$ cat src/rtl/gtPkg.sv
package gtPkg;
  localparam int REG_W   = 8;
  localparam int RUN_BIT = 7;
  localparam int MHI_BIT = 4;
  localparam int MLO_BIT = 3;
  localparam logic [REG_W-1:0] LIVE_MASK =
    (REG_W'(1) << RUN_BIT) | (REG_W'(1) << MHI_BIT) | (REG_W'(1) << MLO_BIT);

  // strobes from control to the counting datapath
  typedef struct packed {
    logic clear;
    logic advance;
  } cntCmd_t;
endpackage

$ cat src/rtl/gtCount.sv
module gtCount
  import gtPkg::*;
#(
  parameter int CNT_W = 8
) (
  input  logic    clk,
  input  logic    rstN,
  input  cntCmd_t cmd,
  output logic    cntFull
);
  localparam logic [CNT_W-1:0] CNT_TOP = {CNT_W{1'b1}};

  logic [CNT_W-1:0] cnt;

  always_ff @(posedge clk) begin
    if (!rstN)            cnt <= '0;
    else if (cmd.clear)   cnt <= '0;
    else if (cmd.advance) cnt <= cnt + 1'b1;
  end

  assign cntFull = (cnt == CNT_TOP);

  // a restart write leaves the counter at zero
  a_r3_clear_zero: assert property (@(posedge clk) disable iff (!rstN)
    cmd.clear |=> cnt == '0);
  // one step per tick
  a_r6_one_step: assert property (@(posedge clk) disable iff (!rstN)
    (cmd.advance && !cmd.clear) |=> cnt == $past(cnt) + 1'b1);
  // nothing moves without an advance or clear
  a_r12_hold: assert property (@(posedge clk) disable iff (!rstN)
    (!cmd.advance && !cmd.clear) |=> $stable(cnt));
endmodule

$ cat src/rtl/gtCtrl.sv
module gtCtrl
  import gtPkg::*;
(
  input  logic             clk,
  input  logic             rstN,
  input  logic             wrEn,
  input  logic             wrBitMode,
  input  logic [2:0]       wrBitSel,
  input  logic [REG_W-1:0] wrData,
  input  logic             tick,
  input  logic             flagClr,
  input  logic             cntFull,
  output cntCmd_t          cmd,
  output logic [REG_W-1:0] rdData,
  output logic             irqFlag,
  output logic             nmiReq,
  output logic             rstReq
);
  logic             runBit, modeHi, modeLo;
  logic [REG_W-1:0] rawSet, setMask;
  logic             ovf, enterWatch;

  // only ones are ever stored: a write reduces to a set mask
  always_comb begin
    if (!wrEn)          rawSet = '0;
    else if (wrBitMode) rawSet = wrData[0] ? (REG_W'(1) << wrBitSel) : '0;
    else                rawSet = wrData;
    setMask = rawSet & LIVE_MASK;
  end

  assign cmd.clear   = setMask[RUN_BIT];
  assign cmd.advance = runBit && tick;
  assign ovf         = cmd.advance && cntFull && !cmd.clear;
  assign enterWatch  = setMask[MHI_BIT] && !modeHi;

  always_ff @(posedge clk) begin
    if (!rstN) begin
      runBit  <= 1'b0;
      modeHi  <= 1'b0;
      modeLo  <= 1'b0;
      irqFlag <= 1'b0;
      nmiReq  <= 1'b0;
      rstReq  <= 1'b0;
    end else begin
      runBit  <= runBit | setMask[RUN_BIT];
      modeHi  <= modeHi | setMask[MHI_BIT];
      modeLo  <= modeLo | setMask[MLO_BIT];
      if (ovf)          irqFlag <= 1'b1;
      else if (flagClr) irqFlag <= 1'b0;
      nmiReq  <= (ovf && modeHi && !modeLo) || (enterWatch && irqFlag);
      rstReq  <= ovf && modeHi && modeLo;
    end
  end

  always_comb begin
    rdData          = '0;
    rdData[RUN_BIT] = runBit;
    rdData[MHI_BIT] = modeHi;
    rdData[MLO_BIT] = modeLo;
  end

  a_r3_run_sticky: assert property (@(posedge clk) disable iff (!rstN)
    runBit |=> runBit);
  a_r4_hi_sticky: assert property (@(posedge clk) disable iff (!rstN)
    modeHi |=> modeHi);
  a_r4_lo_sticky: assert property (@(posedge clk) disable iff (!rstN)
    modeLo |=> modeLo);
  a_r7_flag_set: assert property (@(posedge clk) disable iff (!rstN)
    ovf |=> irqFlag);
  a_r9_rst_single: assert property (@(posedge clk) disable iff (!rstN)
    rstReq |=> !rstReq);
  a_r9_exclusive: assert property (@(posedge clk) disable iff (!rstN)
    $onehot0({nmiReq, rstReq}));
  a_r10_interval_quiet: assert property (@(posedge clk) disable iff (!rstN)
    (ovf && !modeHi && !setMask[MHI_BIT]) |=> (!nmiReq && !rstReq));
  a_r11_pending_nmi: assert property (@(posedge clk) disable iff (!rstN)
    (enterWatch && irqFlag) |=> nmiReq);
  a_r12_no_ovf_idle: assert property (@(posedge clk) disable iff (!rstN)
    !runBit |-> !ovf);
endmodule

$ cat src/rtl/guardTimer.sv
module guardTimer
  import gtPkg::*;
#(
  parameter int CNT_W = 8
) (
  input  logic       clk,
  input  logic       rstN,
  input  logic       wrEn,
  input  logic       wrBitMode,
  input  logic [2:0] wrBitSel,
  input  logic [7:0] wrData,
  input  logic       tick,
  input  logic       flagClr,
  output logic [7:0] rdData,
  output logic       irqFlag,
  output logic       nmiReq,
  output logic       rstReq
);
  cntCmd_t cmd;
  logic    cntFull;

  gtCtrl i_ctrl (
    .clk(clk), .rstN(rstN), .wrEn(wrEn), .wrBitMode(wrBitMode),
    .wrBitSel(wrBitSel), .wrData(wrData), .tick(tick), .flagClr(flagClr),
    .cntFull(cntFull), .cmd(cmd), .rdData(rdData), .irqFlag(irqFlag),
    .nmiReq(nmiReq), .rstReq(rstReq)
  );

  gtCount #(.CNT_W(CNT_W)) i_count (
    .clk(clk), .rstN(rstN), .cmd(cmd), .cntFull(cntFull)
  );
endmodule

$ cat config.mk
export PLATFORM = sky130hd
export DESIGN_NAME = guardTimer
export DESIGN_NICKNAME = d
export VERILOG_FILES = /design/src/rtl/gtPkg.sv /design/src/rtl/gtCount.sv /design/src/rtl/gtCtrl.sv /design/src/rtl/guardTimer.sv
export SDC_FILE = /design/constraint.sdc
export NUM_CORES = 1
export LEC_CHECK = 0
export CAP_MARGIN = 40
export CORE_MARGIN = 8
export CORE_UTILIZATION = 45
export DETAILED_ROUTE_END_ITERATION = 10
export GPL_ROUTABILITY_DRIVEN = 0
export HOLD_SLACK_MARGIN = 0.1
export PLACE_DENSITY = 0.82
export SLEW_MARGIN = 20
export SYNTH_ARGS = -nofsm -noshare
export SYNTH_HDL_FRONTEND = slang
export SYNTH_SLANG_ARGS = --single-unit
$ cat constraint.sdc
create_clock -name clk -period 2.5 [get_ports clk]
set_input_delay 0.625 -clock clk [delete_from_list [all_inputs] [get_ports clk]]
set_output_delay 0.625 -clock clk [all_outputs]
set_load 0.01 [all_outputs]
# Word-level counts from Yosys, hierarchy flattened
# Index checks and enable logic that the tools add are counted.
[totals] n_memories=0 output_inout_bits=11 wordCells=33 latchBits=0 ramBits=0 rom_bits=0 inputBits=17 register_bits=14
[op_classes] reduce_logical=14 n_bitwise=4 shifts=1 div=0 n_mux=5 magnitude_cmp=0 n_addsub=1 mul=0 eq_ne=1
[ops] operator="8-bit 2-to-1 mux" n=3
[ops] operator="8-bit by 1-bit adder with 8-bit output (second input constant)" n=1
[ops] operator="8-bit == test (second input constant)" n=1
[ops] operator="1-bit logical AND" n=8
[ops] operator="1-bit by 3-bit left shift with 8-bit output (first input constant)" n=1
[ops] operator="1-bit logical NOT" n=3
[ops] operator="1-bit OR" n=3
[ops] operator="1-bit 2-to-1 mux" n=2
[ops] operator="2-bit nonzero test" n=1
[ops] operator="2-bit OR reduction" n=1
[ops] operator="1-bit logical OR" n=1
[ops] operator="1-bit NOT" n=1

# Depth between registers and ports, before layout
# Gate-level depths: netlist of the first run.
[logic_depth] depth_word=9 mapped_depth=5 mapped_depth_nobuf=5

# Cells and area by module
# Synthesis of the first run repeated with hierarchy kept, for this count alone.
[unflattened] cells_unflattened=82 area_unflattened_um2=716.9
[modules_own_cells] module="gtCtrl" n_inst=1 area_per_inst_um2=362.8 cells_per_inst=42 seq_area_each_um2=120.1
[modules_own_cells] module="gtCount" n_inst=1 area_per_inst_um2=354.1 cells_per_inst=40 seq_area_each_um2=160.2

# Worst setup path before layout of the first run
# OpenSTA, ideal clock, no wires.
[synth_path] kind="input -> register" start="in wrData[0]" end="reg i_ctrl.modeLo" setup_slack_ns=1.163 path_buffers=0 required_time_ns=2.385 setup_ns=0.115 path_stages=4 arrival_ns=1.222 cell_sequence="and4b_1 -> mux2_2 -> a21oi_1 -> nor2b_1"
[synth_via] elab_chain_cells=4
[synth_rtl] element="from (decl)" line_no="guardTimer.sv:11" text="input logic [7:0] wrData,"
[synth_rtl] element="8-bit 2-to-1 mux (2 in series)" line_no="gtCtrl.sv:26" text="else if (wrBitMode) rawSet = wrData[0] ? (REG_W'(1) << wrBitSel) : '0;"
[synth_rtl] element="8-bit 2-to-1 mux" line_no="gtCtrl.sv:25" text="if (!wrEn) rawSet = '0;"
[synth_rtl] element="1-bit OR" line_no="gtCtrl.sv:47" text="modeLo <= modeLo | setMask[MLO_BIT];"
[synth_rtl] element="to (signal assigned)" line_no="gtCtrl.sv:47"
[synth_rtl] element="to (decl)" line_no="gtCtrl.sv:19" text="logic runBit, modeHi, modeLo;"
# Every way passes these cells.
# A chain may end at the register's enable or synchronous reset.

# Worst setup path in the final report of the first run
[layout_path] start="reg i_ctrl.runBit" end="out rdData[7]"
[layout_rtl] element="from (decl)" line_no="gtCtrl.sv:19"
[layout_rtl] element="from (signal assigned)" line_no="gtCtrl.sv:45" text="runBit <= runBit | setMask[RUN_BIT];"
[layout_rtl] element="to (decl)" line_no="guardTimer.sv:14" text="output logic [7:0] rdData,"
# No word-level cell between the ends.

==> results.py, run 1 <==
metrics = {
    "clock_tree": {
        "post-cts-setup-buffer-count": 0,
        "holdBufCountCts": 0,
        "clock_latency_ps": 280,
        "cts.repair.resized": 0,
        "clkTransAtPathRegs_ps": 90,
        "cts_root_buf": "clkbuf_4",
        "cts.sinks": 14,
        "h-tree-depth": 1,
        "cts_tree": "done",
        "clk_path_buf_depth": 2,
        "numCtsBuffers": 3,
    },
    "synth": {
        "synth-seq-cells": 14,
        "async_flop_share_pct": 0,
        "synth_area_leaders": "dfxtp_1, buf_4, xnor2_1",
        "ys_types": 27,
        "syn_area_sq_um": 729,
        "netlist.top_cell.by_area": "dfxtp_1",
        "yosys_warnings": 0,
        "synth_flop_cell": "dfxtp_1",
        "synth_edf_count": 0,
        "yosysTopAreaCellShare_pct": 38.4,
        "netlist_instances": 79,
        "avgSynthCellArea_sq_um": 9.23,
        "yosysMostFrequentCell": "dfxtp_1",
        "seq_area_frac_synth_pct": 38.4,
        "synth_commonest_cells": "dfxtp_1, nand2_1, nor2_1",
    },
    "worst_setup_path": {
        "cpPeakStageDelay_ps": 590,
        "arrival_ps": 1340,
        "rrSetupSlack_ps": 1170,
        "crit_type": "reg -> out",
        "worstPathRequired_ps": 1880,
        "cp_cell_sequence": "clkdlybuf4s50_1",
        "endpoint_kind": "primary output",
        "critPathTopFamily": "buffers and inverters",
        "start_kind": "flip-flop",
        "crit_slowest_cell": "clkdlybuf4s50_1",
        "cp_num_buf_inv": 1,
        "path_max_fanout": 6,
    },
    "layout": {
        "fin_cells": 113,
        "syn_to_final_growth_pct": 26.2,
        "drive_above_1_share_pct": 12.4,
        "final_nets": 116,
        "antennaDiodeCount": 0,
    },
    "job": {
        "drv_cap": 0,
    },
    "timing": {
        "rsz0062_at_grt": "no",
        "report.final.slew_viol_count": 0,
        "finalSetupTns_ps": 0,
        "max_freq_mhz": 510,
        "finalCritPeriodShare_pct": 78.4,
        "hold_viol_final": 0,
        "finClkSkew_ps": 5.26,
        "finalSetupViolations": 0,
        "min_period_ps": 1960,
        "whs_ps": 489,
    },
    "pwr": {
        "pwr-share-comb_pct": 11.4,
        "switching_share_pct": 22.4,
        "p_leak_nw": 0.306,
        "powerDensity_nw_per_um2": 481,
        "clock_power_share_pct": 36.5,
        "cell_internal_pwr_uw": 344,
        "seq_power_share_pct": 52.2,
        "vdd_drop_max_v": 0.000440,
        "p_sw_uw": 99.3,
    },
    "place": {
        "numPortBuffers": 18,
        "place_hpwl_mm": 1.17,
        "dp_cells": 109,
    },
    "min_path": {
        "hold_class": "reg -> reg",
    },
    "global_routing": {
        "grt_pass1_vias": 596,
        "grt_start_max_net_pins": 9,
        "grt_pass1_wl_mm": 2.50,
        "grt_overflow": 0,
        "gr-usage-all-layers_pct": 9.51,
        "antenna_found_initial": 0,
    },
    "drt": {
        "drc_errors": 0,
        "wl_per_cell_microns": 12.8,
        "drt_iter0_markers": 2,
        "wl_mm": 1.45,
        "vias": 580,
        "drtPass1Iterations": 2,
        "viasPerCell": 5.13,
        "ant_nets": 0,
    },
    "floorplanning": {
        "die_h_microns": 56.3,
        "die_x_microns": 56.3,
        "die-area_sq_um": 3170,
        "ioPinCount": 28,
        "core-area_sq_um": 1510,
        "start_util_pct": 48.4,
        "placementRows": 14,
    },
    "outcome": {
        "status": "finished clean",
    },
}
[cell families (layout without fill, tap and decap cells)]
family | count (synthesis) | after routing | synth area share [%]
DFF | 14 | 14 | 38.4
muxes | 1 | 1 | 1.54
and+or+nand+nor | 37 | 37 | 31.7
AOI/OAI and AO/OA | 8 | 8 | 8.40
adders and majority gates | 1 | 1 | 1.71
buffers and inverters | 10 | 24 | 9.26
other | 1 | 5 | 0.514
xor gates and xnor gates | 7 | 7 | 8.40
[power by group through the flow]
| stage | registers (mW) | logic (mW) | clock network (mW) |
|---|---|---|---|
| finish | 0.231 | 0.0504 | 0.162 |
| global route | 0.232 | 0.0554 | 0.177 |
| CTS | 0.231 | 0.0503 | 0.166 |
| detailed placement | 0.236 | 0.0500 | 0 |
| global placement | 0.236 | 0.0492 | 0 |
| floorplan | 0.235 | 0.0284 | 0 |
[stage by stage]
step / setup WS (ps) / cell area [sq um] / power (mW) / utilization [%]
after global placement: 539 / 885 / 0.285 / 58.7
after floorplan: 1160 / 744 / 0.264 / -
after detailed placement: 502 / 885 / 0.286 / 58.7
after CTS: 517 / 921 / 0.447 / 61.1
final: 540 / 921 / 0.443 / 61.1
after global routing: 469 / 921 / 0.464 / 61.1
[per-layer routing]
layer / track usage [%] / routed length [microns] / vias up
met1: 9.68 / 598 / 263
met2: 14.9 / 676 / 19
met3: 4.94 / 126 / 6
met4: 6.19 / 44 / 0
li1: - / - / 292
met5: 0 / 0 / -
[final timing paths]
path,end,cells past startpoint,start
worst max-delay path,rdData[7],1,i_ctrl.runBit
worst min-delay path,i_count.cnt[1],2,i_count.cnt[1]
worst max register to register,i_ctrl.nmiReq,5,i_count.cnt[0]
worst min register to register,i_count.cnt[1],2,i_count.cnt[1]
[state kept, by name, summed over array words and instances, names as in the netlist]
name            cells
i_ctrl.runBit       1
i_ctrl.irqFlag      1
i_count.cnt         8
i_ctrl.nmiReq       1
i_ctrl.rstReq       1
i_ctrl.modeLo       1
i_ctrl.modeHi       1
[cell usage in the layout, fill, tap and decap left out, drive strengths merged]
master         Yosys  layout
o21ai              1       1
a21boi             3       3
o32ai              1       1
dfxtp             14      14
nor2              10      10
and3               1       1
mux2               1       1
xnor2              5       5
nand2b             1       1
ha                 1       1
o21a               1       1
xor2               2       2
clkdlybuf4s50      0      18
nand3b             1       1
nor3               3       3
conb               1       5
nor4b              1       1
a21oi              2       2
nand3              5       5
nand2              9       9
and4b              1       1
nor2b              2       2
clkbuf             0       4
nand4              3       3
inv                2       2
[cell type report]
class                      instances  area, sq um
tap                               16         20.0
fill                             134          586
clock buffer                       4         36.3
multi-input combinational         59          397
sequential                        14          280
inverter                           2         7.51
timing repair buffer              18          180
(Power assumes the default switching activity.)
==> inputs of run 2 (changes only) <==
--- a/config.mk
+++ b/config.mk
@@ -7,11 +7,11 @@
 export LEC_CHECK = 0
 export CAP_MARGIN = 40
 export CORE_MARGIN = 8
-export CORE_UTILIZATION = 45
+export CORE_UTILIZATION = 38
 export DETAILED_ROUTE_END_ITERATION = 10
 export GPL_ROUTABILITY_DRIVEN = 0
 export HOLD_SLACK_MARGIN = 0.1
-export PLACE_DENSITY = 0.82
+export PLACE_DENSITY = 0.74
 export SLEW_MARGIN = 20
 export SYNTH_ARGS = -nofsm -noshare
 export SYNTH_HDL_FRONTEND = slang
==> constraint.sdc (replaced) <==
create_clock -name clk -period 1.8 [get_ports clk]
set_input_delay 0.45 -clock clk [delete_from_list [all_inputs] [get_ports clk]]
set_output_delay 0.45 -clock clk [all_outputs]
set_load 0.01 [all_outputs]
==> run 2 against run 1 <==
Power increased by 39%. Combinational power up 47%. Die area grew 13%. Utilization down 11 points. Clock skew down 0.50 ps. Wire length fell by 2.2%. Cell count increased by 11%. First-iteration DRC count up 50%. Setup slack worse by 420 ps. Count of clock-buffer cells in the layout unchanged. Critical path type unchanged. Critical endpoint is now rdData[3]. Highest routed layer is now met3.
==> results.py, run 2 (same netlist as run 1, synthesis figures left out) <==
metrics = {
    "drt": {
        "wl_mm": 1.41,
        "drc_errors": 0,
        "vias": 594,
        "drt_iter0_markers": 3,
        "ant_nets": 0,
        "drtPass1Iterations": 4,
        "viasPerCell": 4.75,
        "wl_per_cell_microns": 11.3,
    },
    "timing": {
        "max_freq_mhz": 594,
        "hold_viol_final": 0,
        "finClkSkew_ps": 4.76,
        "finalCritPeriodShare_pct": 93.6,
        "finalSetupViolations": 0,
        "min_period_ps": 1680,
        "report.final.slew_viol_count": 0,
        "rsz0062_at_grt": "no",
        "whs_ps": 488,
    },
    "worst_setup_path": {
        "cp_num_buf_inv": 1,
        "path_max_fanout": 4,
        "cp_cell_sequence": "clkdlybuf4s50_1",
        "worstPathRequired_ps": 1350,
        "crit_slowest_cell": "clkdlybuf4s50_1",
        "startpoint": "i_ctrl.modeLo",
        "r2r-start": "i_count.cnt[0]",
        "rrSetupSlack_ps": 490,
        "crit_cells": 1,
        "cpPeakStageDelay_ps": 560,
        "r2r-end": "i_ctrl.nmiReq",
        "critPathTopFamily": "buffers and inverters",
        "endpoint_kind": "primary output",
        "start_kind": "flip-flop",
        "crit_type": "reg -> out",
        "ff2ff_path_depth": 5,
        "arrival_ps": 1230,
        "cp-endpoint": "rdData[3]",
    },
    "clock_tree": {
        "post-cts-setup-buffer-count": 0,
        "clock_latency_ps": 280,
        "cts_root_buf": "clkbuf_4",
        "numCtsBuffers": 3,
        "clk_path_buf_depth": 2,
        "h-tree-depth": 1,
        "cts.repair.resized": 0,
        "clkTransAtPathRegs_ps": 80,
        "holdBufCountCts": 0,
        "cts_tree": "done",
        "cts.sinks": 14,
    },
    "outcome": {
        "status": "finished clean",
    },
    "place": {
        "numPortBuffers": 18,
        "place_hpwl_mm": 1.14,
    },
    "layout": {
        "syn_to_final_growth_pct": 29.2,
        "final_nets": 117,
        "layout_commonest_cell": "clkdlybuf4s50_1",
        "fillers": 198,
        "drive_above_1_share_pct": 13.3,
        "utilization_pct": 50.1,
        "layout_common_cells": "clkdlybuf4s50_1, dfxtp_1, nand2_1, nor2_1",
        "antennaDiodeCount": 0,
        "regMostFlops": "i_count.cnt",
        "largest_reg_flops": 8,
    },
    "pwr": {
        "powerDensity_nw_per_um2": 654,
        "p_total_uw": 616,
        "p_leak_nw": 0.311,
        "vdd_drop_max_v": 0.000387,
    },
    "global_routing": {
        "gr-usage-all-layers_pct": 8.11,
        "grt_pass1_wl_mm": 2.19,
        "grt_start_max_net_pins": 9,
        "grt_overflow": 0,
        "grt_pass1_vias": 543,
        "antenna_found_initial": 0,
    },
    "floorplanning": {
        "die-area_sq_um": 3580,
        "ioPinCount": 28,
        "die_h_microns": 59.8,
        "die_x_microns": 59.8,
        "core-area_sq_um": 1880,
        "placementRows": 16,
        "start_util_pct": 38.8,
    },
    "job": {
        "drv_cap": 0,
    },
    "min_path": {
        "hold_class": "reg -> reg",
    },
}
-- run 2: where the power goes --
group,internal [mW],switching (mW)
clock,0.123,0.100
sequential,0.314,0.00441
combinational,0.0414,0.0326
total,0.479,0.137
-- run 2: how the worst min path moves through the flow --
stage | startpoint | end | slack [ps] | cells past startpoint
after floorplan | i_count.cnt[1] | i_count.cnt[1] | 450 | 2
after global placement | i_count.cnt[1] | i_count.cnt[1] | 460 | 2
after detailed placement | i_count.cnt[1] | i_count.cnt[1] | 470 | 2
after CTS | i_count.cnt[1] | i_count.cnt[1] | 480 | 2
after global routing | i_count.cnt[1] | i_count.cnt[1] | 500 | 2
final | i_count.cnt[1] | i_count.cnt[1] | 490 | 2
-- run 2: worst register-to-register path: stages (launching register included) --
cell and delay (ps):
dfxtp_1 370, ha_1 190, nand2_1 130, nor2_4 170, nand4_4 120, o32ai_2 260
-- run 2: per-stage QoR --
stage / worst slack (ps) / std cells / TNS (ps) / instance area (sq um)
after floorplan: 610 / 83 / 0 / 744
after global placement: 9.10 / 121 / 0 / 906
after detailed placement: -22.8 / 121 / -98.2 / 906
after CTS: 97.3 / 125 / 0 / 942
after global routing: 54.3 / 125 / 0 / 942
final: 116 / 125 / 0 / 942
-- run 2: area by class of cell --
class	count	area, sq um	area share (%)
Clock buffer	4	36.3	3.85
Sequential cell	14	280	29.7
Tap cell	27	33.8	3.59
Timing Repair Buffer	19	188	19.9
Inverter	2	7.51	0.797
Multi-Input combinational cell	59	397	42.1
-- run 2: metal layers --
metal / global-route usage, % / routed length (microns)
met2: 13.4 / 621
met5: 0 / 0
met1: 8.10 / 587
met4: 2.04 / 0
met3: 5.59 / 204
